$ cat src/rtl/cdxfer_pkg.sv
package cdxfer_pkg;

   typedef enum logic [1:0] {
      DST_NONE = 2'd0,
      DST_PCM  = 2'd1,
      DST_PRG  = 2'd2,
      DST_WORD = 2'd3
   } dst_e;

   typedef enum logic [1:0] {
      K_INVALID   = 2'd0,
      K_HOST_MAIN = 2'd1,
      K_HOST_SUB  = 2'd2,
      K_DMA       = 2'd3
   } kind_e;

   function automatic kind_e mode_kind(input logic [2:0] m);
      case (m)
         3'd2:               return K_HOST_MAIN;
         3'd3:               return K_HOST_SUB;
         3'd4, 3'd5, 3'd7:   return K_DMA;
         default:            return K_INVALID;
      endcase
   endfunction

   function automatic dst_e mode_dst(input logic [2:0] m);
      case (m)
         3'd4:    return DST_PCM;
         3'd5:    return DST_PRG;
         3'd7:    return DST_WORD;
         default: return DST_NONE;
      endcase
   endfunction

endpackage

$ cat src/rtl/cdxfer_dst_map.sv
module cdxfer_dst_map
   import cdxfer_pkg::*;
#(
   parameter int DMA_W      = 16,
   parameter int OFF_W      = 19,
   parameter int PCM_MASK_W = 10,
   parameter int W2M_MASK_W = 15,
   parameter int W1M_MASK_W = 14,
   parameter int PCM_SHIFT  = 2,
   parameter int BIG_SHIFT  = 3,
   parameter bit HAS_1M     = 1'b1
)
(
   input  logic [2:0]       mode_i,
   input  logic [DMA_W-1:0] dma_i,
   input  logic             wm_1m_i,
   input  logic             wm_bank_i,
   output dst_e             dst_o,
   output logic [OFF_W-1:0] base_o,
   output logic             bank_o
);

   localparam int PRG_TOP = DMA_W + BIG_SHIFT;

   generate
      if (OFF_W < PRG_TOP) begin : g_off_w_bad
         $error("cdxfer_dst_map: OFF_W too narrow for program offsets");
      end
      if (PCM_MASK_W > DMA_W || W2M_MASK_W > DMA_W || W1M_MASK_W > DMA_W) begin : g_mask_bad
         $error("cdxfer_dst_map: mask wider than DMA address");
      end
   endgenerate

   logic [OFF_W-1:0] pcm_off;
   logic [OFF_W-1:0] prg_off;
   logic [OFF_W-1:0] w2m_off;
   logic [OFF_W-1:0] w1m_off;
   logic             split_sel;

   assign pcm_off = OFF_W'(dma_i[PCM_MASK_W-1:0]) << PCM_SHIFT;
   assign prg_off = OFF_W'(dma_i)                 << BIG_SHIFT;
   assign w2m_off = OFF_W'(dma_i[W2M_MASK_W-1:0]) << BIG_SHIFT;
   assign w1m_off = OFF_W'(dma_i[W1M_MASK_W-1:0]) << BIG_SHIFT;

   assign dst_o = mode_dst(mode_i);

   generate
      if (HAS_1M) begin : g_banked
         assign split_sel = wm_1m_i;
         assign bank_o    = wm_1m_i & (dst_o == DST_WORD) & ~wm_bank_i;
      end else begin : g_flat
         assign split_sel = 1'b0;
         assign bank_o    = 1'b0;
      end
   endgenerate

   always_comb begin
      case (dst_o)
         DST_PCM:  base_o = pcm_off;
         DST_PRG:  base_o = prg_off;
         DST_WORD: base_o = split_sel ? w1m_off : w2m_off;
         default:  base_o = '0;
      endcase
   end

endmodule

$ cat src/rtl/cdxfer_irq.sv
module cdxfer_irq (
   input  logic clk,
   input  logic rst_n,
   input  logic end_evt_i,
   input  logic end_irq_en_i,
   input  logic irq5_en_i,
   input  logic ack_i,
   output logic end_pend_o,
   output logic irq_o
);

   logic pend_q;
   logic irq_q;

   always_ff @(posedge clk or negedge rst_n) begin
      if (!rst_n) begin
         pend_q <= 1'b0;
         irq_q  <= 1'b0;
      end else begin
         if (end_evt_i && end_irq_en_i)
            pend_q <= 1'b1;
         else if (ack_i)
            pend_q <= 1'b0;
         irq_q <= end_evt_i && end_irq_en_i && irq5_en_i;
      end
   end

   assign end_pend_o = pend_q;
   assign irq_o      = irq_q;


   irq_single_pulse_chk: assert property (@(posedge clk) disable iff (!rst_n)
      irq_q |=> !irq_q);


   irq_implies_pend_chk: assert property (@(posedge clk) disable iff (!rst_n)
      irq_q |-> pend_q);

endmodule

$ cat src/rtl/cdxfer_seq.sv
module cdxfer_seq
   import cdxfer_pkg::*;
#(
   parameter int CNT_W     = 16,
   parameter int ADDR_W    = 16,
   parameter int DMA_W     = 16,
   parameter int OFF_W     = 19,
   parameter int PCM_SHIFT = 2,
   parameter int BIG_SHIFT = 3
)
(
   input  logic              clk,
   input  logic              rst_n,
   input  logic              xfer_en_i,
   input  logic              trig_i,
   input  logic [2:0]        mode_i,
   input  logic              cnt_load_i,
   input  logic [CNT_W-1:0]  cnt_val_i,
   input  logic              addr_load_i,
   input  logic [ADDR_W-1:0] addr_val_i,
   input  logic              dma_load_i,
   input  logic [DMA_W-1:0]  dma_val_i,
   input  logic              hrd_i,
   input  logic              hrd_sub_i,
   input  logic [7:0]        buf_hi_i,
   input  logic [7:0]        buf_lo_i,
   input  logic              dst_rdy_i,
   input  dst_e              dst_i,
   input  logic [OFF_W-1:0]  base_i,
   input  logic              bank_i,
   output logic [15:0]       hrd_data_o,
   output logic              dst_we_o,
   output dst_e              dst_sel_o,
   output logic [OFF_W-1:0]  dst_off_o,
   output logic              dst_bank_o,
   output logic              busy_o,
   output logic              host_rdy_o,
   output logic              done_o,
   output logic              end_evt_o,
   output logic [CNT_W-1:0]  cnt_o,
   output logic [ADDR_W-1:0] addr_o,
   output logic [DMA_W-1:0]  dma_o
);

   localparam logic [CNT_W-1:0]  CNT_STEP  = CNT_W'(2);
   localparam logic [ADDR_W-1:0] ADDR_STEP = ADDR_W'(2);
   localparam logic [OFF_W-1:0]  OFF_STEP  = OFF_W'(2);

   logic              busy_q, rdy_q, done_q;
   kind_e             kind_q;
   dst_e              dst_q;
   logic              bank_q;
   logic [CNT_W-1:0]  cnt_q, words_q, tot_q;
   logic [ADDR_W-1:0] addr_q;
   logic [DMA_W-1:0]  dma_q;
   logic [OFF_W-1:0]  off_q;
   logic [15:0]       hdata_q;

   logic             run, trig_ok, rd_ok, dma_act, wr_fire;
   logic             dma_last, rd_last, fin, abort;
   logic [CNT_W-1:0] words_new;
   logic [CNT_W:0]   bytes_tot;
   logic [DMA_W-1:0] dma_adv;
   kind_e            kind_now;

   assign run      = busy_q && xfer_en_i;
   assign kind_now = mode_kind(mode_i);
   assign trig_ok  = trig_i && xfer_en_i && !busy_q;
   assign rd_ok    = hrd_i && run &&
                     ((kind_q == K_HOST_MAIN && !hrd_sub_i) ||
                      (kind_q == K_HOST_SUB  &&  hrd_sub_i));
   assign dma_act  = run && (kind_q == K_DMA);
   assign dst_we_o = dma_act && (words_q != '0);
   assign wr_fire  = dst_we_o && dst_rdy_i;
   assign dma_last = dma_act && ((words_q == '0) ||
                                 (words_q == CNT_W'(1) && dst_rdy_i));
   assign rd_last  = rd_ok && (cnt_q <= CNT_STEP);
   assign fin      = dma_last || rd_last;
   assign abort    = busy_q && !xfer_en_i;

   assign words_new = (cnt_q >> 1) + CNT_W'(cnt_q[0]);
   assign bytes_tot = {tot_q, 1'b0};
   assign dma_adv   = (dst_q == DST_PCM) ? DMA_W'(bytes_tot >> PCM_SHIFT)
                                         : DMA_W'(bytes_tot >> BIG_SHIFT);

   always_ff @(posedge clk or negedge rst_n) begin
      if (!rst_n) begin
         busy_q  <= 1'b0;
         rdy_q   <= 1'b0;
         done_q  <= 1'b0;
         kind_q  <= K_INVALID;
         dst_q   <= DST_NONE;
         bank_q  <= 1'b0;
         cnt_q   <= '0;
         words_q <= '0;
         tot_q   <= '0;
         addr_q  <= '0;
         dma_q   <= '0;
         off_q   <= '0;
         hdata_q <= '0;
      end else begin
         // control flags
         if (abort) begin
            busy_q <= 1'b0;
            rdy_q  <= 1'b0;
         end else if (fin) begin
            busy_q <= 1'b0;
            rdy_q  <= 1'b0;
            done_q <= 1'b1;
         end else if (trig_ok) begin
            busy_q <= 1'b1;
            done_q <= 1'b0;
            rdy_q  <= (kind_now == K_HOST_MAIN) || (kind_now == K_HOST_SUB);
         end

         // transfer setup latched on acceptance
         if (trig_ok) begin
            kind_q  <= kind_now;
            dst_q   <= dst_i;
            bank_q  <= bank_i;
            off_q   <= base_i;
            words_q <= words_new;
            tot_q   <= words_new;
         end else if (wr_fire) begin
            off_q   <= off_q + OFF_STEP;
            words_q <= words_q - CNT_W'(1);
         end

         // byte count
         if (abort || fin)
            cnt_q <= '0;
         else if (cnt_load_i)
            cnt_q <= cnt_val_i;
         else if (rd_ok || wr_fire)
            cnt_q <= cnt_q - CNT_STEP;

         // buffer data address
         if (addr_load_i)
            addr_q <= addr_val_i;
         else if (rd_ok || wr_fire)
            addr_q <= addr_q + ADDR_STEP;

         // destination word address
         if (dma_load_i)
            dma_q <= dma_val_i;
         else if (dma_last)
            dma_q <= dma_q + dma_adv;

         // host port data
         if (hrd_i)
            hdata_q <= rd_ok ? {buf_hi_i, buf_lo_i} : 16'h0000;
      end
   end

   assign hrd_data_o = hdata_q;
   assign dst_sel_o  = dst_q;
   assign dst_off_o  = off_q;
   assign dst_bank_o = bank_q;
   assign busy_o     = busy_q;
   assign host_rdy_o = rdy_q;
   assign done_o     = done_q;
   assign end_evt_o  = fin;
   assign cnt_o      = cnt_q;
   assign addr_o     = addr_q;
   assign dma_o      = dma_q;


   done_busy_excl_chk: assert property (@(posedge clk) disable iff (!rst_n)
      !(done_q && busy_q));


   rdy_needs_busy_chk: assert property (@(posedge clk) disable iff (!rst_n)
      rdy_q |-> busy_q);


   busy_fall_cnt_zero_chk: assert property (@(posedge clk) disable iff (!rst_n)
      $fell(busy_q) |-> (cnt_q == '0));


   stall_hold_chk: assert property (@(posedge clk) disable iff (!rst_n)
      (dst_we_o && !dst_rdy_i && !addr_load_i && xfer_en_i) |=>
         ($stable(off_q) && $stable(addr_q)));


   rej_read_zero_chk: assert property (@(posedge clk) disable iff (!rst_n)
      (hrd_i && !rd_ok) |=> (hdata_q == 16'h0000));

endmodule

$ cat src/rtl/cdxfer_engine.sv
module cdxfer_engine
   import cdxfer_pkg::*;
#(
   parameter int CNT_W  = 16,
   parameter int ADDR_W = 16,
   parameter int DMA_W  = 16,
   parameter int OFF_W  = 19,
   parameter bit HAS_1M = 1'b1
)
(
   input  logic              clk,
   input  logic              rst_n,
   input  logic              xfer_en_i,
   input  logic              end_irq_en_i,
   input  logic              irq5_en_i,
   input  logic              ack_i,
   input  logic              trig_i,
   input  logic [2:0]        mode_i,
   input  logic              cnt_load_i,
   input  logic [CNT_W-1:0]  cnt_val_i,
   input  logic              addr_load_i,
   input  logic [ADDR_W-1:0] addr_val_i,
   input  logic              dma_load_i,
   input  logic [DMA_W-1:0]  dma_val_i,
   input  logic              wm_1m_i,
   input  logic              wm_bank_i,
   input  logic              hrd_i,
   input  logic              hrd_sub_i,
   output logic [15:0]       hrd_data_o,
   output logic [ADDR_W-1:0] buf_addr_o,
   input  logic [7:0]        buf_hi_i,
   input  logic [7:0]        buf_lo_i,
   output logic              dst_we_o,
   output logic [1:0]        dst_sel_o,
   output logic [OFF_W-1:0]  dst_off_o,
   output logic              dst_bank_o,
   output logic [15:0]       dst_data_o,
   input  logic              dst_rdy_i,
   output logic              busy_o,
   output logic              host_rdy_o,
   output logic              done_o,
   output logic              end_pend_o,
   output logic              irq_o,
   output logic [CNT_W-1:0]  byte_cnt_o,
   output logic [ADDR_W-1:0] data_addr_o,
   output logic [DMA_W-1:0]  dma_addr_o
);

   localparam int PCM_SHIFT = 2;
   localparam int BIG_SHIFT = 3;

   generate
      if (CNT_W < 2) begin : g_cnt_bad
         $error("cdxfer_engine: CNT_W must be at least 2");
      end
      if (ADDR_W < 2) begin : g_addr_bad
         $error("cdxfer_engine: ADDR_W must be at least 2");
      end
   endgenerate

   dst_e             map_dst;
   logic [OFF_W-1:0] map_base;
   logic             map_bank;
   dst_e             seq_dst;
   logic             end_evt;

   cdxfer_dst_map #(
      .DMA_W      (DMA_W),
      .OFF_W      (OFF_W),
      .PCM_MASK_W (10),
      .W2M_MASK_W (15),
      .W1M_MASK_W (14),
      .PCM_SHIFT  (PCM_SHIFT),
      .BIG_SHIFT  (BIG_SHIFT),
      .HAS_1M     (HAS_1M)
   ) u_map (
      .mode_i    (mode_i),
      .dma_i     (dma_addr_o),
      .wm_1m_i   (wm_1m_i),
      .wm_bank_i (wm_bank_i),
      .dst_o     (map_dst),
      .base_o    (map_base),
      .bank_o    (map_bank)
   );

   cdxfer_seq #(
      .CNT_W     (CNT_W),
      .ADDR_W    (ADDR_W),
      .DMA_W     (DMA_W),
      .OFF_W     (OFF_W),
      .PCM_SHIFT (PCM_SHIFT),
      .BIG_SHIFT (BIG_SHIFT)
   ) u_seq (
      .clk         (clk),
      .rst_n       (rst_n),
      .xfer_en_i   (xfer_en_i),
      .trig_i      (trig_i),
      .mode_i      (mode_i),
      .cnt_load_i  (cnt_load_i),
      .cnt_val_i   (cnt_val_i),
      .addr_load_i (addr_load_i),
      .addr_val_i  (addr_val_i),
      .dma_load_i  (dma_load_i),
      .dma_val_i   (dma_val_i),
      .hrd_i       (hrd_i),
      .hrd_sub_i   (hrd_sub_i),
      .buf_hi_i    (buf_hi_i),
      .buf_lo_i    (buf_lo_i),
      .dst_rdy_i   (dst_rdy_i),
      .dst_i       (map_dst),
      .base_i      (map_base),
      .bank_i      (map_bank),
      .hrd_data_o  (hrd_data_o),
      .dst_we_o    (dst_we_o),
      .dst_sel_o   (seq_dst),
      .dst_off_o   (dst_off_o),
      .dst_bank_o  (dst_bank_o),
      .busy_o      (busy_o),
      .host_rdy_o  (host_rdy_o),
      .done_o      (done_o),
      .end_evt_o   (end_evt),
      .cnt_o       (byte_cnt_o),
      .addr_o      (data_addr_o),
      .dma_o       (dma_addr_o)
   );

   cdxfer_irq u_irq (
      .clk          (clk),
      .rst_n        (rst_n),
      .end_evt_i    (end_evt),
      .end_irq_en_i (end_irq_en_i),
      .irq5_en_i    (irq5_en_i),
      .ack_i        (ack_i),
      .end_pend_o   (end_pend_o),
      .irq_o        (irq_o)
   );

   assign dst_sel_o  = seq_dst;
   assign buf_addr_o = data_addr_o;
   assign dst_data_o = {buf_hi_i, buf_lo_i};

endmodule

$ cat config.mk
export PLATFORM = sky130hd
export DESIGN_NAME = cdxfer_engine
export DESIGN_NICKNAME = d
export VERILOG_FILES = /design/src/rtl/cdxfer_pkg.sv /design/src/rtl/cdxfer_dst_map.sv /design/src/rtl/cdxfer_irq.sv /design/src/rtl/cdxfer_seq.sv /design/src/rtl/cdxfer_engine.sv
export SDC_FILE = /design/constraint.sdc
export NUM_CORES = 1
export LEC_CHECK = 0
export BUFFER_PORTS_ARGS = -buffer_cell sky130_fd_sc_hd__buf_2
export CELL_PAD_IN_SITES_DETAIL_PLACEMENT = 0
export CELL_PAD_IN_SITES_GLOBAL_PLACEMENT = 1
export CORE_UTILIZATION = 36
export CTS_CLUSTER_DIAMETER = 50
export DETAILED_ROUTE_END_ITERATION = 8
export PLACE_DENSITY = 0.87
export SLEW_MARGIN = 25
export SYNTH_ARGS = -nofsm -noshare
export SYNTH_HDL_FRONTEND = slang
export SYNTH_HIERARCHICAL = 1
export SYNTH_SLANG_ARGS = --single-unit
$ cat constraint.sdc
create_clock -name clk -period 3.9 [get_ports clk]
set_clock_uncertainty 0.2 [all_clocks]
set_input_delay 0.195 -clock clk [delete_from_list [all_inputs] [get_ports clk]]
set_output_delay 0.195 -clock clk [all_outputs]
set_load 0.005 [all_outputs]
# Word-level counts from Yosys, hierarchy flattened
# Index checks and enable logic that the tools add are counted.
classes:
  addsub: 6
  n_mul: 0
  n_div: 0
  order_cmp: 1
  n_eq_ne: 15
  shifts: 0
  mux: 27
  bitwise: 4
  n_reduce_logical: 36
op_table:
  columns: ["operator", "count"]
  rows:
  - ["16-bit two-way mux", 10]
  - ["19-bit case mux with 3 select lines", 1]
  - ["19-bit two-way mux", 2]
  - ["19-bit by 2-bit adder with 19-bit output (second input constant)", 1]
  - ["18-bit two-way mux", 1]
  - ["15-bit by 1-bit adder with 16-bit output", 1]
  - ["16-bit adder", 1]
  - ["16-bit by 2-bit adder with 16-bit output (second input constant)", 1]
  - ["16-bit by 1-bit == test with 1-bit output (second input constant)", 1]
  - ["16-bit by 2-bit less-or-equal comparator with 1-bit output (second input constant)", 1]
  - ["1-bit logical AND", 16]
  - ["16-bit zero test", 1]
  - ["16-bit nonzero test", 1]
  - ["16-bit by 1-bit subtractor with 16-bit output (second input constant)", 1]
  - ["16-bit by 2-bit subtractor with 16-bit output (second input constant)", 1]
  - ["15-bit two-way mux", 1]
  - ["2-bit case mux with 3 select lines", 2]
  - ["2-bit == test (second input constant)", 5]
  - ["1-bit two-way mux", 10]
  - ["2-bit nonzero test", 5]
  - ["3-bit == test (second input constant)", 3]
  - ["2-bit by 1-bit == test with 1-bit output (second input constant)", 4]
  - ["3-bit by 2-bit == test with 1-bit output (second input constant)", 2]
  - ["1-bit logical OR", 6]
  - ["6 further kinds", 11]
word_totals:
  regBits: 125
  latch_bits: 0
  ram_bits: 0
  romBits: 0
  input_bits: 82
  out_inout_bits: 124
  memories: 0

# Longest topological paths before layout
# Gate-level depths: netlist of the first run.
logic_depth:
  depth_word: 8
  depth_mapped: 13
  mapped_depth_nobuf: 11

# Modules after synthesis
# The synthesis of the first run kept the hierarchy.
by_module_without_submodules:
  columns: ["module", "instances", "cells_per_inst", "area_per_inst_um2", "seq_area_each_um2"]
  rows:
  - ["cdxfer_seq", 1, 798, 7116.8, 3052.9]
  - ["cdxfer_dst_map", 1, 31, 246.5, 0.0]
  - ["cdxfer_engine", 1, 32, 240.2, 0.0]
  - ["cdxfer_irq", 1, 6, 72.6, 50.0]

# Worst setup path before layout of the first run
# OpenSTA, ideal clock, no wires.
synth_timing:
  kind: "register to register"
  start: "register u_seq.dst_q[1], in the netlist u_seq/dst_sel_o[1]"
  end: "register u_seq.dma_q[14], in the netlist u_seq/dma_o[14]"
  setup_time_ps: 128
  arrival_time_ps: 3445
  t_required_ps: 3572
  slack_ps: 127
  stages_incl_launch_ff: 14
  path_buffers: 2
  synth_period_minus_slack_ps: 3773
  cell_sequence: "dfrtp_1 -> nor2b_1 -> clkbuf_1 -> clkbuf_1 -> mux2_2 -> ha_1 -> fa_1 -> a211oi_1 -> o21ai_0 -> a31oi_1 -> nor3b_1 -> o41ai_1 -> mux2i_1 -> nand3_1"
synth_between:
  elab_chain_cells: 5
synth_rtl:
  columns: ["element", "line", "rtl"]
  rows:
  - ["start: declaration", "cdxfer_seq.sv:51", "dst_e dst_q;"]
  - ["start signal: assignment", "cdxfer_seq.sv:119", "dst_q <= dst_i;"]
  - ["2-bit by 1-bit == test with 1-bit output", "cdxfer_seq.sv:83", "assign dma_adv = (dst_q == DST_PCM) ? DMA_W'(bytes_tot >> PCM_SHIFT)"]
  - ["15-bit two-way mux", "cdxfer_seq.sv:83", null]
  - ["16-bit adder", "cdxfer_seq.sv:147", "dma_q <= dma_q + dma_adv;"]
  - ["16-bit two-way mux", "cdxfer_seq.sv:146", "else if (dma_last)"]
  - ["16-bit two-way mux", "cdxfer_seq.sv:144", "if (dma_load_i)"]
  - ["end signal: assignment", "cdxfer_seq.sv:145", "dma_q <= dma_val_i;"]
  - ["end signal: assignment", "cdxfer_seq.sv:147", null]
  - ["end: declaration", "cdxfer_seq.sv:55", "logic [DMA_W-1:0] dma_q;"]
# Every way passes these cells. The select of a mux whose other input is x is not followed.
# A chain may end at the register's enable or synchronous reset.

# Worst setup path in the final report of the first run
# Ends and elaborated chain as after synthesis.

==> run_results.csv, run 1 <==
group,metric,value,unit
sta,worstMarginPinSlew,1.04,ns
yosys,synth_seq_cells,124,
yosys,avgSynthCellArea,8.85,um2
yosys,yosysWarnings,6,
outcome,status,"complete, no violations",
floorplan,die_area,21900,um2
detailed_routing,first_pass_iters,6,
worst_setup_path,end_kind,"flop",
worst_setup_path,path_buf_inv,1,
cts,clock_latency,0.42,ns
sta,period_share,89.7,%
worst_setup_path,slowest_delay,0.48,ns
yosys,async_flop_share,100,%
place,port_buffers,205,
detailed_routing,wl_per_cell,15.7,um
worst_setup_path,r2r.worst_path.cells,11,
floorplan,core_area,21000,um2
detailed_routing,drt_iter0_drc,379,
layout,diodes,0,
layout,syn2layout_area_growth,32.7,%
hold_path,holdCritStartpoint,"hrd_i",
grt,gr-total-overflow,0,
grt,grt_first_pass_wirelength,35800,um
place,dp_hpwl,15300,um
worst_setup_path,rr_startpoint,"u_seq/dst_sel_o[1]",
yosys,synth_top_area_share,40.4,%
sta,max_freq,286,MHz
yosys,synth-main-ff-cell,"dfrtp_1",
detailed_routing,vias,7105,
worst_setup_path,crit_start,"u_seq/dst_sel_o[1]",
place,pre_cts_slack,0.308,ns
sta,rsz0062_at_grt,"false",
floorplan,boundaryPins,206,
yosys,synth_top_cell_by_area,"dfrtp_1",
sta,max-slew-margin-rel,30.7,%
cts,clock-sinks,124,
grt,grt_util_all_layers,20.7,%
power,power.leakage,4.70,nW
yosys,synth-edff-count,0,
layout,final_common_cell,"buf_2",
floorplan,die_h,148,um
grt,grt_max_degree,49,
sta,post-route-min-period,3.50,ns
job,drv_cap,0,
yosys,ys_seq_area_share,40.4,%
layout,final_cell_mix,"buf_2 (204), dfrtp_1 (124), nand2_1 (108)",
worst_setup_path,crit_family,"compound AO/OA/AOI/OAI gates",
yosys,synth_area_leaders,"dfrtp_1 (40%), nand2_1 (5.3%), xnor2_1 (4.7%), nor2_1 (4.5%), ha_1 (3.9%)",
grt,grt_pass1_vias,7029,
worst_setup_path,timing.rr.end,"u_seq/dma_o[14]",
worst_setup_path,crit_type,"reg2reg",
worst_setup_path,path_cells,"nor2b_1 > buf_4 > mux2_2 > fa_1 > a211oi_2 > o21ai_0 > a31oi_1 > nor3b_1 > o41ai_1 > mux2i_1 > nand3_1",
sta,tns,0,ns
cts,htreeDepth,4,
place,gp_congestion,0.895,
cts,post-cts-setup-buffers,0,
detailed_routing,ant_nets,0,
sta,hold_viol,0,
hold_path,hold_depth,2,
worst_setup_path,cp_max_fo,14,
cts,cts.clk_slew.worst_paths,0.05,ns
layout,fillers,2060,
cts,root_buffer,"clkbuf_16",
power,ir_drop,310,uV
yosys,netlist_area,7680,um2
worst_setup_path,cpMaxStageDelayCell,"fa_1",
grt,antenna_found_initial,0,
sta,setup_viol,0,
floorplan,chipWidth,148,um
power,p_total,4.23,mW
hold_path,hold_end,"u_seq/hrd_data_o[5]",
yosys,syn_inst,867,
worst_setup_path,worstPathRequired,4.00,ns
yosys,synth_cell_types,70,
sta,worst_slack,0.401,ns
power,p_per_area,415,nW/um2
sta,drv_slew,0,
layout,num-nets-final,1225,
cts,clk_path_buf_depth,2,
worst_setup_path,startpoint_type,"flop",
floorplan,initial_utilization,36.6,%
floorplan,rows,53,
layout,fin_util,48.6,%
layout,drive_gt1_share,26.0,%
detailed_routing,drt-total-wl,22000,um
cts,cts_tree,"done",
detailed_routing,vias_per_cell,5.06,
hold_path,hold_class,"in2reg",
detailed_routing,drc_errors,0,
cts,cts_buffers,17,
worst_setup_path,regToRegSetupSlack,0.40,ns
worst_setup_path,crit_arrival,3.60,ns
## cell families (layout without fill, tap and decap cells)
logic type | Yosys count | after routing | synth area share (%)
buffers and inverters | 115 | 375 | 7.97
AO/OA/AOI/OAI | 176 | 176 | 14.9
XOR/XNOR | 65 | 65 | 7.42
AND/OR/NAND/NOR | 330 | 330 | 20.7
flip-flops | 124 | 124 | 40.4
adder cells (fa/ha/maj) | 25 | 25 | 4.17
multiplexers | 31 | 31 | 4.32
other | 1 | 2 | 0.0489
## cell type report
type | count | area [um2] | area share [%]
multi-input cells | 629 | 3980 | 39.1
inverters | 37 | 139 | 1.36
clock inverters | 6 | 87.6 | 0.860
clock buffers | 23 | 488 | 4.79
flip-flops and latches | 124 | 3100 | 30.5
repair buffers | 309 | 2040 | 20.0
well taps | 275 | 344 | 3.38
## power by group
group / switching (mW) / internal [mW]
sequential: 0.205 / 1.44
combinational: 0.519 / 0.510
clock: 0.555 / 0.996
total: 1.28 / 2.95
## Yosys cell counts (8+ instances only)
library cell / instances
nand4_1: 12
xor2_1: 24
and2_1: 8
mux2i_1: 14
nor3_1: 22
xnor2_1: 41
a32o_1: 9
ha_1: 24
clkbuf_1: 31
a21oi_1: 41
dfrtp_1: 124
o21ai_0: 52
nand3_1: 20
mux2_2: 17
inv_1: 36
nor2_1: 93
a211oi_1: 23
and3_1: 15
nand2_1: 108
buf_4: 34
## worst max-delay path by stage
stage          depth (start not counted)              end
3_5_place_dp                          11  u_seq/dma_o[14]
4_1_cts                               11  u_seq/dma_o[14]
6_report                              11  u_seq/dma_o[14]
2_1_floorplan                         13  u_seq/dma_o[14]
3_3_place_gp                          11  u_seq/dma_o[14]
5_1_grt                               11  u_seq/dma_o[14]
## repair_timing
item | CTS | global route
endpoints found under the setup margin | 0 | 1
endpoints found under the hold margin | 114 | 0
gates resized for setup | 0 | 1
hold buffers | 93 | 0
## state kept, by name, summed over array words and instances (netlist names), 2 cells and up
name and count:
u_seq/addr_o 16, u_seq/cnt_o 16, u_seq/dma_o 16, u_seq/dst_off_o 19, u_seq/dst_sel_o 2, u_seq/hrd_data_o 16, u_seq/kind_q 2, u_seq/tot_q 15
u_seq/words_q 16
## per-layer routing
layer / wire, um / global-route usage (%) / up-vias
met1: 9650 / 25.7 / 3403
li1: - / - / 3472
met4: 357 / 6.49 / 0
met2: 10700 / 35.7 / 204
met5: 0 / 0 / -
met3: 1270 / 4.51 / 26
## per-stage QoR
stage	hold slack (ns)	std cells	area, um2
2_1_floorplan	-0.301	868	7680
3_3_place_gp	0.0455	1281	8670
3_5_place_dp	0.0463	1281	8670
4_1_cts	0.00170	1403	10200
5_1_grt	0.0538	1403	10200
6_report	0.0181	1403	10200
Note: power is estimated with default switching activity, not from simulation.
==> inputs of run 2 (changes only) <==
- CORE_MARGIN: not set -> 1
- CORE_UTILIZATION: 36 -> 40
- PLACE_DENSITY: 0.87 -> 0.91
- SETUP_SLACK_MARGIN: not set -> 0.3
- clock period: 3.9 -> 3.78 ns (I/O delays scaled with it)
==> run 2 against run 1 <==
  * Sequential power up 3%
  * Die area down 9.9%
  * Global-route usage up 1.6 points
==> run_results.csv, run 2 (synthesis gave the netlist of run 1 again) <==
group,metric,value,unit
worst_setup_path,crit_arrival,3.39,ns
detailed_routing,vias_per_cell,5.28,
power,p_per_area,433,nW/um2
cts,clock-sinks,124,
worst_setup_path,endpoint,"u_seq/dma_o[14]",
sta,drv_slew,0,
cts,htreeDepth,4,
floorplan,core_area,18800,um2
outcome,status,"complete, no violations",
layout,final_common_cell,"buf_2",
sta,tns,0,ns
worst_setup_path,timing.rr.end,"u_seq/dma_o[14]",
hold_path,hold_class,"in2reg",
layout,syn2layout_area_growth,32.4,%
sta,worst_slack,0.487,ns
grt,grt_first_pass_wirelength,34700,um
floorplan,initial_utilization,40.9,%
worst_setup_path,rr_startpoint,"u_seq/dst_sel_o[1]",
worst_setup_path,crit_start,"u_seq/dst_sel_o[1]",
cts,post-cts-setup-buffers,0,
detailed_routing,drt-total-wl,21300,um
detailed_routing,ant_nets,0,
worst_setup_path,cp_max_fo,14,
sta,setup_viol,0,
detailed_routing,drc_errors,0,
sta,post-route-min-period,3.29,ns
sta,rsz0062_at_grt,"false",
worst_setup_path,worstPathRequired,3.88,ns
place,pre_cts_slack,0.313,ns
sta,worst_hold_slack,0.00237,ns
cts,clock_latency,0.42,ns
place,dp_hpwl,14400,um
worst_setup_path,r2r.worst_path.cells,11,
cts,cts.clk_slew.worst_paths,0.06,ns
layout,diodes,0,
grt,antenna_found_initial,0,
sta,max_freq,304,MHz
layout,fillers,1718,
detailed_routing,vias,7178,
layout,largest_reg_flops,19,
job,drv_cap,0,
layout,drive_gt1_share,26.3,%
place,port_buffers,205,
sta,hold_viol,0,
worst_setup_path,crit_type,"reg2reg",
floorplan,die_area,19700,um2
worst_setup_path,regToRegSetupSlack,0.49,ns
cts,root_buffer,"clkbuf_16",
sta,worstMarginPinSlew,0.927,ns
floorplan,boundaryPins,206,
layout,num-nets-final,1224,
detailed_routing,wl_per_cell,15.7,um
grt,grt_util_all_layers,22.4,%
grt,gr-total-overflow,0,
sta,max-slew-margin-rel,38.2,%
worst_setup_path,startpoint_type,"flop",
power,ir_drop,303,uV
place,gp_congestion,0.838,
cts,cts_tree,"done",
detailed_routing,drt_iter0_drc,446,
grt,grt_max_degree,70,
power,power.leakage,4.71,nW
detailed_routing,first_pass_iters,5,
worst_setup_path,end_kind,"flop",
layout,final_cell_mix,"buf_2 (204), dfrtp_1 (124), nand2_1 (108)",
floorplan,die_h,141,um
floorplan,chipWidth,141,um
floorplan,rows,50,
sta,period_share,87.1,%
grt,grt_pass1_vias,7006,
cts,clk_path_buf_depth,2,
cts,cts_buffers,17,
-- run 2: cell types whose count changed in the layout (fill, tap and decap cells not counted), sizes merged --
| cell | change |
|---|---|
| buf | -1 |
| bufinv | +1 |
| clkbuf | -3 |
| clkinv | +2 |
| clkinvlp | -1 |
-- run 2: worst min-delay path by stage --
stage | start | endpoint | slack (ns) | cells after the start
2_1_floorplan | rst_n | u_irq/end_pend_o | -0.31 | 0
3_3_place_gp | ack_i | u_irq/end_pend_o | 0.16 | 2
3_5_place_dp | ack_i | u_irq/end_pend_o | 0.17 | 2
4_1_cts | addr_load_i | u_seq/addr_o[1] | 0.002 | 3
5_1_grt | mode_i[0] | u_seq/kind_q[1] | 0.02 | 3
6_report | hrd_i | u_seq/hrd_data_o[6] | 0.002 | 2
-- run 2: routing by layer --
metal,global-route usage [%],part of all wire (%),wire (um)
met1,27.8,44,9420
met2,38.3,48,10300
met3,5.13,5.8,1240
met4,7.27,1.9,408
met5,0,0,0
-- run 2: through the flow --
stage / power (mW) / util (%) / instance area (um2) / cells
after detailed placement: 2.69 / 46.0 / 8640 / 1239
after floorplan: 2.35 / - / 7690 / 868
after CTS: 4.43 / 54.1 / 10200 / 1360
final: 4.40 / 54.2 / 10200 / 1360
after global routing: 4.65 / 54.2 / 10200 / 1360
after global placement: 2.67 / 46.0 / 8640 / 1239
-- run 2: timing repair --
action                     4_1_cts  5_1_grt
gates resized for setup          1        5
hold buffers                    93        0
pin swaps                        0        2
setup endpoints to repair        1        6
gates cloned                     0        0
hold endpoints to repair       138        0
-- run 2: report_power, final --
group          internal (mW)  total (mW)  switching, mW
registers               1.49        1.70          0.217
logic                  0.528        1.07          0.537
clock network           1.05        1.63          0.578
-- run 2: final cells by class --
type                    count  area, um2  share of cell area (%)
flip-flops and latches    124       3100                    30.5
inverters                  37        139                    1.37
well taps                 234        293                    2.88
clock inverters             8        120                    1.18
repair buffers            308       2050                    20.2
multi-input cells         629       4000                    39.3
clock buffers              20        457                    4.49
-- run 2: worst max-delay path: stages (launching register included) --
cell and delay, ns:
dfrtp_1 0.40, nor2b_2 0.17, buf_6 0.18, mux2_2 0.38, fa_2 0.40, a211oi_2 0.32
o21ai_1 0.15, a31oi_1 0.24, nor3b_1 0.12, o41ai_2 0.32, mux2i_1 0.21, nand3_1 0.08
